[config.mk]
export PLATFORM = sky130hd
export DESIGN_NAME = keyed_wdt
export DESIGN_NICKNAME = d
export VERILOG_FILES = /design/src/rtl/wdt_pkg.sv /design/src/rtl/wdt_key_match.sv /design/src/rtl/wdt_tick_mux.sv /design/src/rtl/wdt_count_core.sv /design/src/rtl/keyed_wdt.sv
export SDC_FILE = /design/constraint.sdc
export NUM_CORES = 1
export LEC_CHECK = 0
export ABC_AREA = 1
export BUFFER_PORTS_ARGS = -buffer_cell sky130_fd_sc_hd__buf_4
export CORE_MARGIN = 5
export CORE_UTILIZATION = 50
export CTS_BUF_LIST = sky130_fd_sc_hd__clkbuf_8
export DETAILED_ROUTE_END_ITERATION = 12
export PLACE_DENSITY = 0.77
export REMOVE_ABC_BUFFERS = 1
export SLEW_MARGIN = 20
export SYNTH_ARGS = -nofsm -noshare
export SYNTH_HDL_FRONTEND = slang
export SYNTH_SLANG_ARGS = --single-unit
export TNS_END_PERCENT = 5
[constraint.sdc]
create_clock -name clk -period 2 [get_ports clk]
set_input_delay 0.2 -clock clk [delete_from_list [all_inputs] [get_ports clk]]
set_output_delay 0.2 -clock clk [all_outputs]
set_load 0.05 [all_outputs]
[src/rtl/wdt_pkg.sv]
package wdt_pkg;
  localparam logic [3:0] OFS_CS  = 4'h0;
  localparam logic [3:0] OFS_CNT = 4'h4;
  localparam logic [3:0] OFS_TOV = 4'h8;
  localparam logic [3:0] OFS_WIN = 4'hC;

  localparam logic [31:0] OPEN_W0 = 32'h0000_C520;
  localparam logic [31:0] OPEN_W1 = 32'h0000_D928;
  localparam logic [31:0] SVC_W0  = 32'h0000_A602;
  localparam logic [31:0] SVC_W1  = 32'h0000_B480;

  localparam int B_UPD = 5;
  localparam int B_EN  = 7;
  localparam int B_SEL = 8;
  localparam int B_RCS = 10;
  localparam int B_ULK = 11;
  localparam int B_FLG = 14;

  typedef enum logic [1:0] {SRC_BUS, SRC_SLOW, SRC_MID, SRC_EXT} src_e;
endpackage

[src/rtl/wdt_key_match.sv]
module wdt_key_match #(
  parameter logic [31:0] FIRST  = 32'h0,
  parameter logic [31:0] SECOND = 32'h1
) (
  input  logic        clk,
  input  logic        rst_n,
  input  logic        wr,
  input  logic [31:0] wdata,
  output logic        hit
);
  logic armed;

  assign hit = wr && armed && (wdata == SECOND);

  // every write to the word re-evaluates: only the first word keeps it armed
  always_ff @(posedge clk) begin
    if (!rst_n)  armed <= 1'b0;
    else if (wr) armed <= (wdata == FIRST);
  end
endmodule

[src/rtl/wdt_tick_mux.sv]
module wdt_tick_mux #(
  parameter int N_SRC = 4,
  localparam int SEL_W = $clog2(N_SRC)
) (
  input  logic [N_SRC-1:0] src,
  input  logic [SEL_W-1:0] sel,
  output logic             tick
);
  assign tick = src[sel];
endmodule

[src/rtl/wdt_count_core.sv]
module wdt_count_core #(
  parameter int CNT_W = 16
) (
  input  logic             clk,
  input  logic             rst_n,
  input  logic             en,
  input  logic             tick,
  input  logic             clr,
  input  logic             svc,
  input  logic [CNT_W-1:0] toval,
  input  logic [CNT_W-1:0] win,
  output logic [CNT_W-1:0] cnt,
  output logic             fire
);
  logic expire, early;

  assign expire = en && tick && (cnt == toval);
  assign early  = en && svc && (win != '0) && (cnt < win);
  assign fire   = expire || early;

  always_ff @(posedge clk) begin
    if (!rst_n)                     cnt <= '0;
    else if (clr || svc || expire)  cnt <= '0;
    else if (en && tick)            cnt <= cnt + 1'b1;
  end

  // count moves only by one step or back to zero
  assert_count_step_R6: assert property (@(posedge clk) disable iff (!rst_n)
    1'b1 |=> (cnt == '0) || (cnt == $past(cnt)) || (cnt == $past(cnt) + 1'b1));
endmodule

[src/rtl/keyed_wdt.sv]
module keyed_wdt #(
  parameter int CNT_W         = 16,
  parameter int UNLOCK_CYCLES = 128,
  localparam int TMR_W        = $clog2(UNLOCK_CYCLES + 1),
  localparam int N_SRC        = 4
) (
  input  logic        clk,
  input  logic        rst_n,
  input  logic        bus_we,
  input  logic [3:0]  bus_addr,
  input  logic [31:0] bus_wdata,
  output logic [31:0] bus_rdata,
  input  logic        tick_slow,
  input  logic        tick_mid,
  input  logic        tick_ext,
  output logic        rst_req
);
  import wdt_pkg::*;

  logic             unlocked, en_q, upd_q, rcs_q, flag_q, rst_req_q;
  src_e             sel_q;
  logic [TMR_W-1:0] ul_tmr;
  logic [CNT_W-1:0] toval_q, win_q, cnt;
  logic             cnt_wr, cs_wr, tov_wr, win_wr, apply;
  logic             open_hit, svc_hit, tick, fire;

  assign cnt_wr = bus_we && (bus_addr == OFS_CNT);
  assign cs_wr  = bus_we && (bus_addr == OFS_CS);
  assign tov_wr = bus_we && (bus_addr == OFS_TOV) && unlocked;
  assign win_wr = bus_we && (bus_addr == OFS_WIN) && unlocked;
  assign apply  = cs_wr && unlocked;

  wdt_key_match #(.FIRST(OPEN_W0), .SECOND(OPEN_W1)) u_open (
    .clk(clk), .rst_n(rst_n), .wr(cnt_wr), .wdata(bus_wdata), .hit(open_hit));

  wdt_key_match #(.FIRST(SVC_W0), .SECOND(SVC_W1)) u_svc (
    .clk(clk), .rst_n(rst_n), .wr(cnt_wr), .wdata(bus_wdata), .hit(svc_hit));

  wdt_tick_mux #(.N_SRC(N_SRC)) u_mux (
    .src({tick_ext, tick_mid, tick_slow, 1'b1}), .sel(sel_q), .tick(tick));

  wdt_count_core #(.CNT_W(CNT_W)) u_core (
    .clk(clk), .rst_n(rst_n), .en(en_q), .tick(tick), .clr(apply), .svc(svc_hit),
    .toval(toval_q), .win(win_q), .cnt(cnt), .fire(fire));

  always_ff @(posedge clk) begin
    if (!rst_n) begin
      unlocked  <= 1'b0;
      ul_tmr    <= '0;
      en_q      <= 1'b0;
      upd_q     <= 1'b1;
      sel_q     <= SRC_BUS;
      rcs_q     <= 1'b0;
      flag_q    <= 1'b0;
      rst_req_q <= 1'b0;
      toval_q   <= '1;
      win_q     <= '0;
    end else begin
      rst_req_q <= fire;
      if (fire)                               flag_q <= 1'b1;
      else if (cs_wr && bus_wdata[B_FLG])     flag_q <= 1'b0;

      if (apply) begin
        en_q     <= bus_wdata[B_EN];
        upd_q    <= bus_wdata[B_UPD];
        sel_q    <= src_e'(bus_wdata[B_SEL +: 2]);
        rcs_q    <= 1'b1;
        unlocked <= 1'b0;
        ul_tmr   <= '0;
      end else if (open_hit && upd_q) begin
        unlocked <= 1'b1;
        ul_tmr   <= '0;
        rcs_q    <= 1'b0;
      end else if (unlocked) begin
        if (ul_tmr == TMR_W'(UNLOCK_CYCLES - 1)) unlocked <= 1'b0;
        else                                     ul_tmr   <= ul_tmr + 1'b1;
      end

      if (tov_wr) toval_q <= bus_wdata[CNT_W-1:0];
      if (win_wr) win_q   <= bus_wdata[CNT_W-1:0];
    end
  end

  assign rst_req = rst_req_q;

  always_comb begin
    bus_rdata = '0;
    unique case (bus_addr)
      OFS_CS: begin
        bus_rdata[B_UPD]       = upd_q;
        bus_rdata[B_EN]        = en_q;
        bus_rdata[B_SEL +: 2]  = sel_q;
        bus_rdata[B_RCS]       = rcs_q;
        bus_rdata[B_ULK]       = unlocked;
        bus_rdata[B_FLG]       = flag_q;
      end
      OFS_CNT: bus_rdata[CNT_W-1:0] = cnt;
      OFS_TOV: bus_rdata[CNT_W-1:0] = toval_q;
      OFS_WIN: bus_rdata[CNT_W-1:0] = win_q;
      default: bus_rdata = '0;
    endcase
  end

  assert_locked_tov_R3: assert property (@(posedge clk) disable iff (!rst_n)
    (!unlocked && bus_we && bus_addr == OFS_TOV) |=> $stable(toval_q));
  assert_open_needs_upd_R5: assert property (@(posedge clk) disable iff (!rst_n)
    $rose(unlocked) |-> upd_q);
  assert_open_bounded_R4: assert property (@(posedge clk) disable iff (!rst_n)
    unlocked |-> (ul_tmr < TMR_W'(UNLOCK_CYCLES)));
  assert_open_clears_rcs_R4: assert property (@(posedge clk) disable iff (!rst_n)
    $rose(unlocked) |-> !rcs_q);
  assert_req_sets_flag_R7: assert property (@(posedge clk) disable iff (!rst_n)
    rst_req_q |-> flag_q);
endmodule

==> impl_metrics.py <==
metrics = {
    "status": {
        "outcome": "completed",
    },
    "synthesis": {
        "syn_area_per_cell_um2": 6.929,
        "ys_ff_latch": 66,
        "synth-main-ff-cell": "dfxtp_1",
        "synth-edff-count": 0,
        "synth_cell_types": 39,
        "yosys_warnings": 0,
        "synth_cells": 599,
        "synthesis.area_um2": 4150,
        "async_reset_ff_share_pct": 0,
        "ys_seq_area_share_pct": 31.84,
    },
    "drt": {
        "drc": 0,
        "vias": 4119,
        "drtPass1Iterations": 5,
        "drtAntennaViolNets": 0,
        "wire_per_inst_um": 15.32,
        "drt_wl_total_um": 11720,
        "via_per_inst": 5.384,
        "drtIter0Drc": 357,
    },
    "pwr": {
        "total_power_mw": 2.739,
        "p_leak_nw": 2.123,
        "power-per-cell-area_nw_per_um2": 571.6,
        "vdd_drop_max_mv": 0.4024,
    },
    "global_routing": {
        "grt_max_degree": 37,
        "grt_util_all_layers_pct": 23.42,
        "grt_pass1_wl_um": 18770,
        "grt_pass1_vias": 3957,
        "overflow": 0,
        "antenna_found_initial": 0,
    },
    "run": {
        "max_cap_violations": 0,
    },
    "critical_path": {
        "endpoint_kind": "output pin",
        "start_kind": "flop",
        "reg2reg_slack_ns": 0.36,
        "crit_type": "reg2out",
        "critical_path.max_fanout": 5,
        "arrival_ns": 1.56,
        "worstPathRequired_ns": 1.80,
    },
    "cts": {
        "cts_sinks": 66,
        "cts-hold-fix-buffers": 0,
        "clkLatencyLatePin_ns": 0.35,
        "postCtsSetupRepairBufs": 0,
        "post_cts_resized": 0,
        "cts-buffers-inserted": 9,
        "root_buffer": "clkbuf_8",
        "path_clk_slew_ns": 0.09,
        "cts_buffer_depth": 2,
        "cts-htree-levels": 3,
        "cts_tree": "yes",
    },
    "timing": {
        "rsz0062_at_grt": "no",
        "hold_viol_final": 0,
        "period_share_pct": 87.81,
        "worstMarginPinSlew_ns": 0.6101,
        "slew_violations": 0,
        "totalNegativeSetupSlack_ns": 0,
        "fin_worst_skew_ns": 0.01321,
        "max-slew-margin-rel_pct": 59.28,
        "fmax_ghz": 0.5694,
        "fin_ws_ns": 0.2438,
        "setup_viol": 0,
        "min_period_ns": 1.756,
    },
    "layout": {
        "fillers": 761,
        "antenna-diode-count": 0,
        "final_area_um2": 4791,
        "layout_common_cells": "114 x nand2_1, 83 x inv_1, 66 x dfxtp_1",
        "drive_above_1_share_pct": 17.12,
        "fin_util_pct": 58.90,
        "syn_to_final_growth_pct": 15.44,
        "fin_nets": 715,
        "mostFrequentLayoutCell": "nand2_1",
    },
    "placement": {
        "dp_hpwl_um": 9246,
        "gp_congestion": 0.9380,
        "portBuffers": 58,
        "pre_cts_ws_ns": 0.3186,
        "place_area_um2": 4598,
    },
    "floorplanning": {
        "core_um2": 8134,
        "die_x_um": 101.1,
        "die_area_um2": 10220,
        "die_h_um": 101.1,
        "pin_count": 75,
        "placementRows": 33,
        "initial_core_util_pct": 51.02,
    },
    "hold_path": {
        "hold_path.class": "in2reg",
    },
}
-- through the flow --
step / instances / hold slack (ns)
4_1_cts: 765 / 0.08416
3_3_place_gp: 750 / 0.4443
5_1_grt: 765 / 0.1133
6_report: 765 / 0.09154
3_5_place_dp: 750 / 0.4467
2_1_floorplan: 583 / 0.2841
-- final timing paths --
check,endpoint,from,depth (start not counted)
max,bus_rdata[10],u_core.cnt[10]$_SDFFE_PP0P_,5
min,toval_q[4]$_SDFFE_PN1P_,bus_wdata[4],3
max reg2reg,ul_tmr[4]$_SDFFE_PP0P_,ul_tmr[0]$_SDFFE_PP0P_,9
min reg2reg,rcs_q$_SDFFE_PN0P_,rcs_q$_SDFFE_PN0P_,2
-- sequential cells by signal, summed over array words and instances (netlist names) --
name / cells
en_q: 1
u_core.cnt: 16
ul_tmr: 8
unlocked: 1
u_open.armed: 1
win_q: 16
rst_req: 1
upd_q: 1
sel_q: 2
u_svc.armed: 1
rcs_q: 1
flag_q: 1
toval_q: 16
-- report_power, final --
part | switching (mW) | internal (mW) | total, mW | leakage (nW)
combinational | 0.203 | 0.0891 | 0.292 | 1.51
sequential | 0.000338 | 1.31 | 1.31 | 0.532
clock | 0.563 | 0.570 | 1.13 | 0.0835
-- layout make-up --
| type | count | area (µm²) | share of cell area, % |
|---|---|---|---|
| Timing Repair Buffer | 62 | 465.4 | 9.715 |
| Multi-Input combinational cell | 428 | 2344 | 48.92 |
| Inverter | 89 | 336.6 | 7.025 |
| Tap cell | 105 | 131.4 | 2.742 |
| Sequential cell | 66 | 1321 | 27.58 |
| Clock buffer | 9 | 123.9 | 2.586 |
| Clock inverter | 6 | 68.82 | 1.436 |
-- cells by family (layout without fill, tap and decap cells) --
logic type,count (synthesis),in the layout,synth area share (%)
adders and majority gates,17,17,5.125
buffers and inverters,120,166,13.05
other,1,16,0.09036
xor gates and xnor gates,28,28,6.090
AOI/OAI and AO/OA,102,102,14.29
DFF,66,66,31.84
and+or+nand+nor,265,265,29.51
-- Yosys cell counts (2+ instances only) --
cell       number  area share (%)
xor2_1         20             4.2
nor3_1         13             1.6
a21oi_1        43             5.2
nand3_1        33             4.0
xnor2_1         7             1.5
o211ai_1        8             1.4
buf_4          17             3.1
nand2_2         3            0.45
nor4_1          2            0.30
nand3b_1        3            0.54
clkbuf_1        6            0.54
nand2_1       114              10
ha_1           17             5.1
nand2_4         3            0.81
o21ai_1         3            0.36
buf_2           7            0.84
nor2_1         65             5.9
nor2_2         13             2.0
inv_1          83             7.5
nand3_2         3            0.72
nor3_2          3            0.72
inv_2           5            0.45
a221o_1         2            0.48
o22ai_1         3            0.45
nand4_1         5            0.75
o221ai_1        9             1.9
o2111ai_1       3            0.63
o21ai_0        30             3.6
dfxtp_1        66              32
-- metal layers --
metal  GRT usage, %  wire length [µm]
met1          30.03              5000
met2          39.19              5546
met3          3.114               836
met4          10.43               334
met5              0                 0
-- critical path, cell delays in order (launching register included) --
cell	delay [ns]
dfxtp_1	0.41
inv_2	0.13
nor2_1	0.05
a221oi_1	0.22
o21ai_0	0.16
buf_4	0.22
(Power assumes the default switching activity.)
